**config.mk**
```make
export PLATFORM = sky130hd
export DESIGN_NAME = rtc_irq_status
export DESIGN_NICKNAME = d
export VERILOG_FILES = /design/src/rtl/rtc_irq_pkg.sv /design/src/rtl/rtc_ctrl_reg.sv /design/src/rtl/rtc_flag_bank.sv /design/src/rtl/rtc_irq_status.sv
export SDC_FILE = /design/constraint.sdc
export NUM_CORES = 1
export LEC_CHECK = 0
export ABC_AREA = 1
export BUFFER_PORTS_ARGS = -buffer_cell sky130_fd_sc_hd__buf_2
export CAP_MARGIN = 20
export CORE_ASPECT_RATIO = 0.8
export CORE_UTILIZATION = 25
export DETAILED_ROUTE_END_ITERATION = 6
export GPL_TIMING_DRIVEN = 1
export HOLD_SLACK_MARGIN = 0.06
export PLACE_DENSITY = 0.63
export REMOVE_ABC_BUFFERS = 1
export SETUP_SLACK_MARGIN = 0.2
export SLEW_MARGIN = 20
export SYNTH_ARGS = -nofsm -noshare
export SYNTH_HDL_FRONTEND = slang
export SYNTH_SLANG_ARGS = --single-unit
```
**constraint.sdc**
```tcl
create_clock -name clk -period 0.8 [get_ports clk]
set_input_delay 0.16 -clock clk [delete_from_list [all_inputs] [get_ports clk]]
set_output_delay 0.16 -clock clk [all_outputs]
set_load 0.05 [all_outputs]
```
**src/rtl/rtc_irq_pkg.sv**
```systemverilog
// Package: bit positions of the control and status bytes, shared by the
// register, the flag bank and the top level. Bit positions are fixed
// because host software decodes them.
package rtc_irq_pkg;
    localparam int BYTE_W      = 8;
    localparam int N_SRC       = 3;   // periodic, alarm, update-ended
    // control byte positions
    localparam int C_HOLD      = 7;
    localparam int C_EN_HI     = 6;   // enables occupy bits 6..4
    localparam int C_EN_LO     = C_EN_HI - N_SRC + 1;
    localparam int C_EN_UPD    = C_EN_LO;
    localparam int C_SQW_EN    = 3;
    // status byte positions
    localparam int S_REQ       = 7;
    localparam int S_FLAG_HI   = 6;
    localparam int S_FLAG_LO   = S_FLAG_HI - N_SRC + 1;
    // source index within flag/enable vectors: 2 periodic, 1 alarm, 0 update
    localparam int SRC_PER     = 2;
    localparam int SRC_ALM     = 1;
    localparam int SRC_UPD     = 0;
endpackage

```
**src/rtl/rtc_ctrl_reg.sv**
```systemverilog
// Control byte register. It stores host writes. A write that raises the
// hold-update bit forces the update-ended enable to 0.
// Assumes: writes are single-cycle strobes; reset is synchronous active-low.
module rtc_ctrl_reg
    import rtc_irq_pkg::*;
(
    input  logic              clk,
    input  logic              rst_n,
    input  logic              wr_en,
    input  logic [BYTE_W-1:0] wdata,
    output logic [BYTE_W-1:0] ctrl_q
);
    logic              hold_rise;
    logic [BYTE_W-1:0] next_val;

    // Detect a 0-to-1 change of the hold bit and build the stored value.
    always_comb begin
        hold_rise = wdata[C_HOLD] && !ctrl_q[C_HOLD];
        next_val  = wdata;
        if (hold_rise) next_val[C_EN_UPD] = 1'b0;
    end

    // Register update on write.
    always_ff @(posedge clk) begin
        if (!rst_n)     ctrl_q <= '0;
        else if (wr_en) ctrl_q <= next_val;
    end

    // when the hold bit rises, the update enable is already 0
    p_hold_clears_upd_en_r3: assert property (@(posedge clk) disable iff (!rst_n)
        $rose(ctrl_q[C_HOLD]) |-> !ctrl_q[C_EN_UPD]);
    // a plain write is stored as written
    p_write_stored_r2: assert property (@(posedge clk) disable iff (!rst_n)
        (wr_en && !(wdata[C_HOLD] && !ctrl_q[C_HOLD])) |=> ctrl_q == $past(wdata));
    // no write, no change
    p_ctrl_stable_r2: assert property (@(posedge clk) disable iff (!rst_n)
        !wr_en |=> $stable(ctrl_q));
endmodule

```
**src/rtl/rtc_flag_bank.sv**
```systemverilog
// Sticky event flags, one per interrupt source. An event pulse sets its
// flag; a status read clears all flags. An event in the read cycle wins.
// Assumes: event pulses are synchronous to clk.
module rtc_flag_bank
    import rtc_irq_pkg::*;
#(
    parameter int N = N_SRC
)(
    input  logic         clk,
    input  logic         rst_n,
    input  logic [N-1:0] evt,
    input  logic         clr,
    output logic [N-1:0] flag_q
);
    for (genvar i = 0; i < N; i++) begin : g_flag
        // Per-source set/clear flop; set has priority over clear.
        always_ff @(posedge clk) begin
            if (!rst_n)      flag_q[i] <= 1'b0;
            else if (evt[i]) flag_q[i] <= 1'b1;
            else if (clr)    flag_q[i] <= 1'b0;
        end

        // an event always sets its flag
        p_evt_sets_r4: assert property (@(posedge clk) disable iff (!rst_n)
            evt[i] |=> flag_q[i]);
        // a read without a coincident event clears the flag
        p_read_clears_r7: assert property (@(posedge clk) disable iff (!rst_n)
            (clr && !evt[i]) |=> !flag_q[i]);
        // a set flag stays set unless read
        p_flag_sticky_r8: assert property (@(posedge clk) disable iff (!rst_n)
            (flag_q[i] && !clr) |=> flag_q[i]);
    end
endmodule

```
**src/rtl/rtc_irq_status.sv**
```systemverilog
// Top level of the interrupt flag and control block. It joins the control
// register and the flag bank, forms the combined request, the status byte
// and the gated square wave.
// Assumes: rate_clk is a free-running clock from the divider (out of scope).
module rtc_irq_status
    import rtc_irq_pkg::*;
(
    input  logic              clk,
    input  logic              rst_n,
    input  logic              ctrl_wr,
    input  logic [BYTE_W-1:0] ctrl_wdata,
    output logic [BYTE_W-1:0] ctrl_rdata,
    input  logic              stat_rd,
    output logic [BYTE_W-1:0] stat_rdata,
    input  logic              periodic_evt,
    input  logic              alarm_evt,
    input  logic              update_evt,
    input  logic              rate_clk,
    output logic              sqw_out,
    output logic              irq_n
);
    logic [BYTE_W-1:0] ctrl_q;
    logic [N_SRC-1:0]  evt_vec;
    logic [N_SRC-1:0]  flags;
    logic [N_SRC-1:0]  enables;
    logic              req;

    rtc_ctrl_reg i_ctrl (
        .clk    (clk),
        .rst_n  (rst_n),
        .wr_en  (ctrl_wr),
        .wdata  (ctrl_wdata),
        .ctrl_q (ctrl_q)
    );

    rtc_flag_bank #(.N(N_SRC)) i_flags (
        .clk    (clk),
        .rst_n  (rst_n),
        .evt    (evt_vec),
        .clr    (stat_rd),
        .flag_q (flags)
    );

    // Gather event pulses and enables into source-indexed vectors.
    always_comb begin
        evt_vec          = '0;
        evt_vec[SRC_PER] = periodic_evt;
        evt_vec[SRC_ALM] = alarm_evt;
        evt_vec[SRC_UPD] = update_evt;
        enables          = ctrl_q[C_EN_HI:C_EN_LO];
    end

    // Combined request, status byte, square wave and outputs.
    always_comb begin
        req                             = |(flags & enables);
        stat_rdata                      = '0;
        stat_rdata[S_REQ]               = req;
        stat_rdata[S_FLAG_HI:S_FLAG_LO] = flags;
        irq_n                           = !req;
        sqw_out                         = ctrl_q[C_SQW_EN] && rate_clk;
        ctrl_rdata                      = ctrl_q;
    end

    // a low request line needs at least one pending flag
    p_irq_needs_flag_r6: assert property (@(posedge clk) disable iff (!rst_n)
        !irq_n |-> (stat_rdata[S_FLAG_HI:S_FLAG_LO] != '0));
    // square wave is low while disabled
    p_sqw_quiet_r9: assert property (@(posedge clk) disable iff (!rst_n)
        !ctrl_rdata[C_SQW_EN] |-> !sqw_out);
    // after a read with no events, nothing is pending
    p_read_empties_r7: assert property (@(posedge clk) disable iff (!rst_n)
        (stat_rd && !periodic_evt && !alarm_evt && !update_evt) |=> irq_n);
endmodule

```
Word-level counts from Yosys, hierarchy flattened

Cells that the tools add are included.

Bitwise gates (word level): 1
Mux-type cells: 5
Reduce and logical (&&, ||, !) cells: 8

Operators by type and width:

| cell                | number |
|---|---|
| $reduce_bool A2 Y1  | 3 |
| $mux W1             | 5 |
| $and A3 B3 Y3       | 1 |
| $reduce_or A3 Y1    | 1 |
| $logic_and A1 B1 Y1 | 2 |
| $logic_not A1 Y1    | 2 |

Output and inout port bits: 18
Input port bits: 16
Register bits after elaboration: 11
Word-level logic and storage cells: 18

Longest topological paths before layout

Gate-level depths: netlist (run 1).

Depth in word-level cells: 3
Mapped depth: 4
Mapped depth without buffers: 4

Cells and area by module

A second synthesis (run 1) with hierarchy kept.

Cell total of the unflattened synthesis: 65
Area, all modules: 470.5 µm²

Modules (own cells, without submodules):

| module         | times used | seq. area each (µm²) | area each (µm²) | cells an instance |
|---|---|---|---|---|
| rtc_ctrl_reg   | 1          | 160.2                | 284.0           | 36 |
| rtc_flag_bank  | 1          | 60.1                 | 105.1           | 14 |
| rtc_irq_status | 1          | 0.0                  | 81.3            | 15 |

Worst setup path after synthesis (run 1)

No wires, ideal clock.

Path kind: register to output
Start: reg i_ctrl.ctrl_q[3]
End: out sqw_out
Data required time: 640 ps
Path slack: -399 ps
Stages on the path, launching flop included: 3
Buffers on the path: 0
Arrival time: 1,039 ps
Cells stage by stage: dfxtp_1 nand2_1 inv_1

Cells in the longest elaborated chain, start to end: 1

RTL lines:

| item                   | RTL line             | RTL |
|---|---|---|
| from (decl)            | rtc_ctrl_reg.sv:11   | `output logic [BYTE_W-1:0] ctrl_q` |
| from (signal assigned) | rtc_ctrl_reg.sv:26   | `else if (wr_en) ctrl_q <= next_val;` |
| $logic_and A1 B1 Y1    | rtc_irq_status.sv:60 | `sqw_out = ctrl_q[C_SQW_EN] && rate_clk;` |
| to (decl)              | rtc_irq_status.sv:19 | `output logic sqw_out,` |

Every way passes these cells.

Worst setup path after layout (run 1)

Start: reg i_flags.flag_q[2]
End: out irq_n

Cells in the longest elaborated chain, start to end: 3

RTL lines:

| item                              | RTL line             | RTL |
|---|---|---|
| from (decl)                       | rtc_flag_bank.sv:13  | `output logic [N-1:0] flag_q` |
| from (signal, indexed assignment) | rtc_flag_bank.sv:18  | `if (!rst_n) flag_q[i] <= 1'b0;` |
| from (signal, indexed assignment) | rtc_flag_bank.sv:19  | `else if (evt[i]) flag_q[i] <= 1'b1;` |
| from (signal, indexed assignment) | rtc_flag_bank.sv:20  | `else if (clr) flag_q[i] <= 1'b0;` |
| $and A3 B3 Y3                     | rtc_irq_status.sv:55 | `req = \|(flags & enables);` |
| $reduce_or A3 Y1                  | rtc_irq_status.sv:55 |  |
| $logic_not A1 Y1                  | rtc_irq_status.sv:59 | `irq_n = !req;` |
| to (decl)                         | rtc_irq_status.sv:20 | `output logic irq_n` |

Every way passes these cells.

==> impl_metrics.yaml, run 1 <==
route:
  drt_iter0_drc: 13
  wl_per_cell_um: 11.0
  detail-route-antenna-nets: 0
  via_per_inst: 4.25
  routed_wl_um: 1350
  drc: 0
  first_pass_iters: 4
  vias: 519
yosys:
  yosys.area.top_type: "dfxtp_1"
  ys_types: 12
  synth_compound_area_frac: 0.111
  synthSimpleGateAreaFrac: 0.248
  synth_cells: 61
  synth_top_family_by_area: "simple AND/OR/NAND/NOR gates"
  synthMuxAreaShare: 0
  ys_seq_elements: 11
  synth_top_area_frac: 0.490
  yosysWarningCount: 0
  synthTopCellsByArea: "dfxtp_1 49%, nor2_1 14%, buf_4 8.4%, o21ai_0 6.7%, nand2_1 5.8%"
  syn_area_um2: 449
  yosysSeqAreaShare: 0.490
  synth-xor-area-share: 0
  synth_area_per_cell_um2: 7.36
  synth_adder_area_share: 0
global_routing:
  overflow: 0
  grt_use_met3: 0.0698
  grt_start_max_net_pins: 10
  grt_use_total: 0.135
  grt_use_met1: 0.144
  grt_pass1_wl_um: 1880
  grt_util_met2: 0.233
  grt_pass1_vias: 458
  top_usage_layer: "met2"
  antenna_found_initial: 0
sta:
  rsz0062_at_grt: "yes"
  hold_viol_final: 0
  whs_ns: 0.109
  period_share: 1.44
  layout_setup_ws_ns: -0.350
  fin_skew_ns: 0.000143
  setup_viol: 15
  fin_crit_ns: 1.15
  slew_viol_final: 0
  setup_tns_ns: -3.12
  fmaxAchievable_ghz: 0.869
critical_path:
  worstRegToRegCells: 5
  path_buf_inv: 2
  max_stage_delay_ns: 0.34
  r2r_slack_ns: -0.12
  rr_startpoint: "i_ctrl.ctrl_q[6]$_SDFFE_PN0P_"
  crit_required_ns: 0.64
  cp-end-kind: "output pin"
  worst_path_max_delay_cell: "dfxtp_2"
  cp.arrival_ns: 0.99
  path_max_fanout: 3
  r2r_end: "i_ctrl.ctrl_q[6]$_SDFFE_PN0P_"
  critPathKind: "flop to output pin"
  critical_path_depth: 4
  cp_top_family: "flip-flops"
  cp-start-kind: "flop"
  setup.worst_path.start: "i_flags.flag_q[2]$_SDFFE_PN0P_"
  worstPathCellList: "nand2_2 > nand3_2 > inv_2 > buf_8"
  crit_end: "irq_n"
placed_design:
  port_buffers: 29
  dp_slack_ns: -0.107
  hpwlAfterDp_um: 819
  gp_congestion: 0.697
clocking:
  cts_tree: "yes"
  cts_buffers: 3
  cts.htree.levels: 1
  clockRootBuffer: "clkbuf_4"
  path_clk_slew_ns: 0.07
  clkLatencyLatePin_ns: 0.26
  clock_path_buffers: 2
  clock_sinks: 11
cells_and_area:
  drive_gt1_frac: 0.710
  nNetsFinal: 117
  final_util: 0.533
  diodes: 0
  synthToLayoutAreaGrowth_pct: 96.9
  n_fill_cell: 156
floorplan:
  core-area_mm2: 0.00166
  ioPinCount: 34
  initial_core_util: 0.271
  fp.dieArea_mm2: 0.00197
  die_w_um: 49.4
  die_h_um: 39.9
  row_count: 13
pwr:
  max-vdd-ir-drop_v: 0.000994
  leakage_nw: 0.441
  powerDensity_mw_per_mm2: 1760
run:
  cap_viol_max_count: 0
status:
  status: "finished, violations left"
  violations: "negative setup slack"
worst_hold_path:
  min_path_type: "primary input to flop"
-- sequential cells by signal, summed over array words and instances, names as in the netlist --
register / cells
i_flags.flag_q: 3
i_ctrl.ctrl_q: 8
-- cells by family after synthesis --
group	Yosys count
AOI/OAI and AO/OA	10
buffers and inverters	12
DFF	11
other	1
and+or+nand+nor	27
-- worst register-to-register path, stage by stage (launching register included) --
cell and delay (ns):
dfxtp_2 0.33, buf_4 0.13, buf_6 0.11, buf_6 0.10, o21ai_2 0.09, nor2_1 0.05
-- stage by stage --
step | total power, mW | std cells | cell area, µm²
global placement | 1.00 | 113 | 618
floorplan | 0.889 | 59 | 423
detailed placement | 1.01 | 113 | 618
finish | 1.56 | 122 | 885
global route | 1.64 | 122 | 885
CTS | 1.49 | 119 | 800
-- synth_stat cells --
| master | instances |
|---|---|
| nand3_1 | 1 |
| nand3_2 | 1 |
| a21oi_1 | 4 |
| nand2_1 | 7 |
| inv_2 | 1 |
| nand2_2 | 1 |
| dfxtp_1 | 11 |
| nor2_1 | 17 |
| o21ai_0 | 6 |
| buf_4 | 5 |
| inv_1 | 6 |
| conb_1 | 1 |
-- routing by layer --
layer,share of wire,up-vias
met5,0,-
met4,0.023,0
met3,0.050,4
met2,0.55,20
met1,0.38,235
li1,-,260
-- power breakdown --
group	switching [mW]	internal [mW]	total (mW)
clock network	0.186	0.193	0.379
logic	0.333	0.218	0.551
registers	0.0351	0.591	0.626
total	0.554	1.00	1.56
-- worst min-delay path by stage --
stage	startpoint	to	cells after the start
3_5_place_dp	alarm_evt	i_flags.flag_q[1]$_SDFFE_PN0P_	3
5_1_grt	alarm_evt	i_flags.flag_q[1]$_SDFFE_PN0P_	3
3_3_place_gp	update_evt	i_flags.flag_q[0]$_SDFFE_PN0P_	3
6_report	ctrl_wdata[0]	i_ctrl.ctrl_q[0]$_SDFFE_PN0P_	3
2_1_floorplan	update_evt	i_flags.flag_q[0]$_SDFFE_PN0P_	2
4_1_cts	ctrl_wdata[6]	i_ctrl.ctrl_q[6]$_SDFFE_PN0P_	3
-- repair_timing --
item	4_1_cts	5_1_grt
setup buffers	2	3
pin swaps	5	6
hold buffers	0	0
hold endpoints to repair	0	0
gates resized for setup	56	20
endpoints found under the setup margin	25	25
-- layout make-up --
type,instances,area [µm²],share of cell area
Inverter,7,26.3,0.0297
Clock buffer,4,26.3,0.0297
Multi-Input combinational cell,41,226,0.256
Tap cell,22,27.5,0.0311
Timing Repair Buffer,37,342,0.386
Sequential cell,11,236,0.267
-- layout by cell type, fill, tap and decap left out --
master    count
clkbuf_1      1
buf_2        15
dfxtp_4       1
buf_6         5
inv_1         3
nand2_1       4
nor2_1       17
nand2_2       4
dfxtp_2      10
conb_1        4
clkbuf_4      3
buf_4         6
buf_8        11
a21oi_2       4
nand3_2       2
inv_2         4
o21ai_2       6
(Power assumes the default switching activity.)
==> run 2, diff against run 1 <==
- CORE_ASPECT_RATIO: 0.8 -> 0.9
- CORE_MARGIN: default -> 2
==> run 2 against run 1 <==
  * First-iteration DRC count fell by 92%
  * Clock skew barely moved
  * Critical endpoint is now stat_rdata[4]
  * Largest cell class unchanged
  * Power rose by 0.18%
  * Cell count rose by 3.3%
  * Sequential power barely moved
  * Global-route usage fell by 1.0 points
  * The flow still finishes with violations (negative setup slack)
  * Count of clock-buffer cells in the layout did not move
==> impl_metrics.yaml, run 2 (synthesized netlist as in run 1, its figures left out) <==
route:
  drc: 0
  routed_wl_um: 1350
  wl_per_cell_um: 10.7
  first_pass_iters: 2
  vias: 519
  via_per_inst: 4.12
  drt_iter0_drc: 1
  detail-route-antenna-nets: 0
sta:
  layout_setup_ws_ns: -0.330
  fin_skew_ns: 0.000162
  slew_viol_final: 0
  fmaxAchievable_ghz: 0.885
  hold_viol_final: 0
  setup_viol: 16
  rsz0062_at_grt: "yes"
  period_share: 1.41
  fin_crit_ns: 1.13
floorplan:
  die_w_um: 48.7
  initial_core_util: 0.267
  die_h_um: 44.2
  ioPinCount: 34
  row_count: 14
  fp.dieArea_mm2: 0.00215
  core-area_mm2: 0.00168
critical_path:
  critPathKind: "flop to output pin"
  cp.arrival_ns: 0.97
  r2r_slack_ns: -0.05
  worstRegToRegCells: 6
  cp-start-kind: "flop"
  path_max_fanout: 2
  r2r_end: "i_ctrl.ctrl_q[4]$_SDFFE_PN0P_"
  crit_required_ns: 0.64
  cp-end-kind: "output pin"
  rr_startpoint: "i_ctrl.ctrl_q[4]$_SDFFE_PN0P_"
worst_hold_path:
  hp-start: "periodic_evt"
  min_path_type: "primary input to flop"
  holdPathEnd: "i_flags.flag_q[2]$_SDFFE_PN0P_"
  hold_depth: 3
cells_and_area:
  largest_reg_flops: 8
  reg_top3: "i_ctrl.ctrl_q: 8 flops, i_flags.flag_q: 3 flops"
  final_cell_mix: "17 x nor2_1, 15 x buf_2, 11 x dfxtp_2"
  diodes: 0
  regMostFlops: "i_ctrl.ctrl_q"
  synthToLayoutAreaGrowth_pct: 102
  final_util: 0.539
  drive_gt1_frac: 0.706
  final_common_cell: "nor2_1"
  seq_area_um2: 234
  n_fill_cell: 163
  multi_input_area_um2: 221
  nNetsFinal: 119
placed_design:
  hpwlAfterDp_um: 851
  port_buffers: 29
  gp_congestion: 0.720
status:
  violations: "negative setup slack"
  status: "finished, violations left"
clocking:
  clkLatencyLatePin_ns: 0.26
  clock_sinks: 11
  cts_hold_buf: 0
  path_clk_slew_ns: 0.07
  clockRootBuffer: "clkbuf_4"
  cts.htree.levels: 1
  cts_buffers: 3
  cts_tree: "yes"
  clock_path_buffers: 2
global_routing:
  grt_use_total: 0.125
  overflow: 0
  grt_pass1_wl_um: 2050
  antenna_found_initial: 0
  grt_start_max_net_pins: 10
  grt_pass1_vias: 504
pwr:
  leakage_nw: 0.454
  max-vdd-ir-drop_v: 0.000893
  power_mw: 1.56
  powerDensity_mw_per_mm2: 1720
run:
  cap_viol_max_count: 0
[run 2: cell count changes in the layout (fill, tap and decap cells not counted), sizes merged]
cell	previous run	this run
buf	37	39
[run 2: final cells by class]
type	instances	share of cell area
timing repair buffer	39	0.406
sequential	11	0.258
tap	24	0.0331
clock buffer	4	0.0290
multi-input combinational	41	0.244
inverter	7	0.0290
[run 2: metrics by stage]
step                area [µm²]  std cells  setup TNS (ns)  setup WS, ns  hold WS, ns
global placement           621        115          -0.254        -0.102        0.368
global route               906        126           -3.67        -0.365        0.127
floorplan                  423         59           -2.91        -0.895        0.277
CTS                        813        121           -2.71        -0.337       0.0959
detailed placement         621        115          -0.384        -0.153        0.374
finish                     906        126           -3.12        -0.330       0.0995
[run 2: worst max-delay path by stage]
stage | startpoint | end | slack, ns | depth (start not counted)
global route | i_ctrl.ctrl_q[4]$_SDFFE_PN0P_ | irq_n | -0.37 | 4
finish | i_flags.flag_q[0]$_SDFFE_PN0P_ | stat_rdata[4] | -0.33 | 3
global placement | i_ctrl.ctrl_q[5]$_SDFFE_PN0P_ | irq_n | -0.10 | 4
floorplan | i_ctrl.ctrl_q[4]$_SDFFE_PN0P_ | irq_n | -0.89 | 3
detailed placement | i_ctrl.ctrl_q[4]$_SDFFE_PN0P_ | irq_n | -0.15 | 4
CTS | i_ctrl.ctrl_q[5]$_SDFFE_PN0P_ | irq_n | -0.34 | 4
[run 2: routing by layer]
| metal | track usage | share of wire |
|---|---|---|
| met5 | 0 | 0 |
| met4 | 0.0343 | 0.011 |
| met3 | 0.0642 | 0.071 |
| met2 | 0.227 | 0.54 |
| met1 | 0.129 | 0.38 |
[run 2: critical path, cell delays in order (launching register included)]
cell	delay, ns
dfxtp_2	0.33
buf_4	0.13
buf_6	0.11
buf_8	0.14
[run 2: where the power goes]
group          switching, mW  internal (mW)
sequential            0.0306          0.593
combinational          0.337          0.228
clock                  0.178          0.193
total                  0.545           1.01
[run 2: repair_timing]
| item | CTS | global route |
|---|---|---|
| gates resized for setup | 60 | 17 |
| cloned | 0 | 0 |
| setup buffers | 2 | 5 |
| endpoints found under the setup margin | 24 | 25 |
| pin swaps | 5 | 4 |
==> run 3, diff against run 2 <==
- ABC_AREA: 1 -> default
==> run 3 against run 2 <==
  * Sequential share of layout area about the same
  * Flip-flop and latch count stayed put
  * Cell count fell by 14%
  * Largest power group unchanged
  * Global-route usage decreased by 0.090 points
  * The run still ends with negative setup slack left
  * Synthesized area increased by 5.3%
  * Register-to-register slack worse by 0.03 ns
==> impl_metrics.yaml, run 3 <==
clocking:
  cts_buffers: 3
  clockRootBuffer: "clkbuf_4"
  cts_tree: "yes"
  cts.htree.levels: 1
  clock_sinks: 11
  clock_path_buffers: 2
  clkLatencyLatePin_ns: 0.27
  path_clk_slew_ns: 0.08
route:
  routed_wl_um: 1450
  first_pass_iters: 4
  detail-route-antenna-nets: 0
  vias: 453
  wl_per_cell_um: 13.4
  drt_iter0_drc: 13
  via_per_inst: 4.19
  drc: 0
cells_and_area:
  nNetsFinal: 101
  final_common_cell: "buf_2"
  synthToLayoutAreaGrowth_pct: 93.7
  final_cell_mix: "15 x buf_2, 11 x buf_6, 10 x dfxtp_2, 10 x buf_8"
  regMostFlops: "i_ctrl.ctrl_q"
  reg_top3: "i_ctrl.ctrl_q: 8 flops, i_flags.flag_q: 3 flops"
  largest_reg_flops: 8
  diodes: 0
  drive_gt1_frac: 0.714
sta:
  layout_setup_ws_ns: -0.692
  fin_skew_ns: 0.0000756
  fmaxAchievable_ghz: 0.670
  setup_tns_ns: -3.87
  hold_viol_final: 0
  slew_viol_final: 0
  period_share: 1.87
  rsz0062_at_grt: "yes"
  fin_crit_ns: 1.49
  setup_viol: 17
worst_hold_path:
  hold_depth: 2
  min_path_type: "primary input to flop"
  hp-start: "alarm_evt"
  holdPathEnd: "i_flags.flag_q[1]$_SDFFE_PN0P_"
critical_path:
  worst_path_max_delay_cell: "a222oi_1"
  cp.arrival_ns: 1.33
  cp-end-kind: "output pin"
  critPathKind: "flop to output pin"
  worstPathCellList: "a222oi_1 > inv_1 > buf_6"
  rr_startpoint: "i_ctrl.ctrl_q[4]$_SDFFE_PN0P_"
  r2r_end: "i_ctrl.ctrl_q[4]$_SDFFE_PN0P_"
  crit_required_ns: 0.64
  worstRegToRegCells: 5
  max_stage_delay_ns: 0.42
  path_buf_inv: 2
  r2r_slack_ns: -0.08
  cp-start-kind: "flop"
  path_max_fanout: 2
  cp_top_family: "compound AO/OA/AOI/OAI gates"
yosys:
  yosys.area.top_type: "dfxtp_1"
  syn_area_um2: 473
  synth-main-ff-cell: "dfxtp_1"
  netlist_top_cells_count: "11 x dfxtp_1, 10 x nor2b_1, 7 x mux2i_1, 6 x buf_4, 3 x o21a_1"
  synth_area_per_cell_um2: 10.3
  async_reset_ff_frac: 0
  synth_edf_count: 0
  yosysSeqAreaShare: 0.466
  ys_types: 13
  yosysWarningCount: 0
  yosys.cell_count.top_type: "dfxtp_1"
  synth_top_area_frac: 0.466
  synth_cells: 46
  synthTopCellsByArea: "dfxtp_1 47%, mux2i_1 15%, nor2b_1 13%, buf_4 9.5%, o21a_1 4.8%"
  ys_seq_elements: 11
status:
  status: "finished, violations left"
  violations: "negative setup slack"
pwr:
  leakage_nw: 0.438
  powerDensity_mw_per_mm2: 1660
  max-vdd-ir-drop_v: 0.000837
  power_mw: 1.52
global_routing:
  grt_use_total: 0.124
  grt_pass1_vias: 484
  overflow: 0
  grt_start_max_net_pins: 12
  antenna_found_initial: 0
  grt_pass1_wl_um: 2030
placed_design:
  port_buffers: 29
  gp_congestion: 0.642
floorplan:
  ioPinCount: 34
  initial_core_util: 0.273
  fp.dieArea_mm2: 0.00226
  die_w_um: 49.8
  row_count: 14
  core-area_mm2: 0.00173
  die_h_um: 45.3
run:
  cap_viol_max_count: 0
==> run 3: through the flow <==
step	instance area, µm²	cells	setup WS [ns]	hold slack (ns)	utilization
after floorplan	435	42	-1.92	0.278	-
after global placement	633	98	-0.348	0.371	0.365
after detailed placement	633	98	-0.349	0.371	0.365
after CTS	828	104	-0.609	0.0899	0.478
after global routing	916	108	-0.737	0.0747	0.528
final	916	108	-0.692	0.0797	0.528
==> run 3: worst max-delay path by stage <==
stage	start	to	slack (ns)	depth (start not counted)
after floorplan	i_ctrl.ctrl_q[4]$_SDFFE_PN0P_	stat_rdata[7]	-1.92	2
after global placement	i_ctrl.ctrl_q[4]$_SDFFE_PN0P_	irq_n	-0.35	2
after detailed placement	i_ctrl.ctrl_q[4]$_SDFFE_PN0P_	irq_n	-0.35	2
after CTS	i_flags.flag_q[0]$_SDFFE_PN0P_	irq_n	-0.61	2
after global routing	i_ctrl.ctrl_q[4]$_SDFFE_PN0P_	stat_rdata[7]	-0.74	3
final	i_flags.flag_q[0]$_SDFFE_PN0P_	stat_rdata[7]	-0.69	3
==> run 3: layer usage <==
| metal | track usage | share of wire |
|---|---|---|
| met5 | 0 | 0 |
| met3 | 0.0331 | 0.048 |
| met4 | 0.100 | 0.034 |
| met1 | 0.128 | 0.38 |
| met2 | 0.219 | 0.54 |
==> run 3: cell families after synthesis <==
family / synth area share
AND/OR/NAND/NOR: 0.183
flip-flops: 0.466
buffers and inverters: 0.111
multiplexers: 0.148
AO/OA/AOI/OAI: 0.0847
other: 0.00793
==> run 3: power by group <==
part	internal, mW	total, mW	switching [mW]
clock network	0.193	0.393	0.200
registers	0.586	0.615	0.0291
logic	0.223	0.510	0.287
total	1.00	1.52	0.516
==> run 3: cell type report <==
cell class              instances  area [µm²]
fillers                       166         818
repair buffers                 38         364
multi-input cells              30         255
flip-flops and latches         11         236
well taps                      24        30.0
clock buffers                   4        26.3
inverters                       1        3.75
==> run 3: what timing repair did <==
item                                    in CTS  in global routing
endpoints found under the setup margin      23                 25
pin swaps                                    3                  3
hold buffers                                 0                  0
setup buffers                                2                  4
resized for setup                           52                 14
cloned                                       0                  0
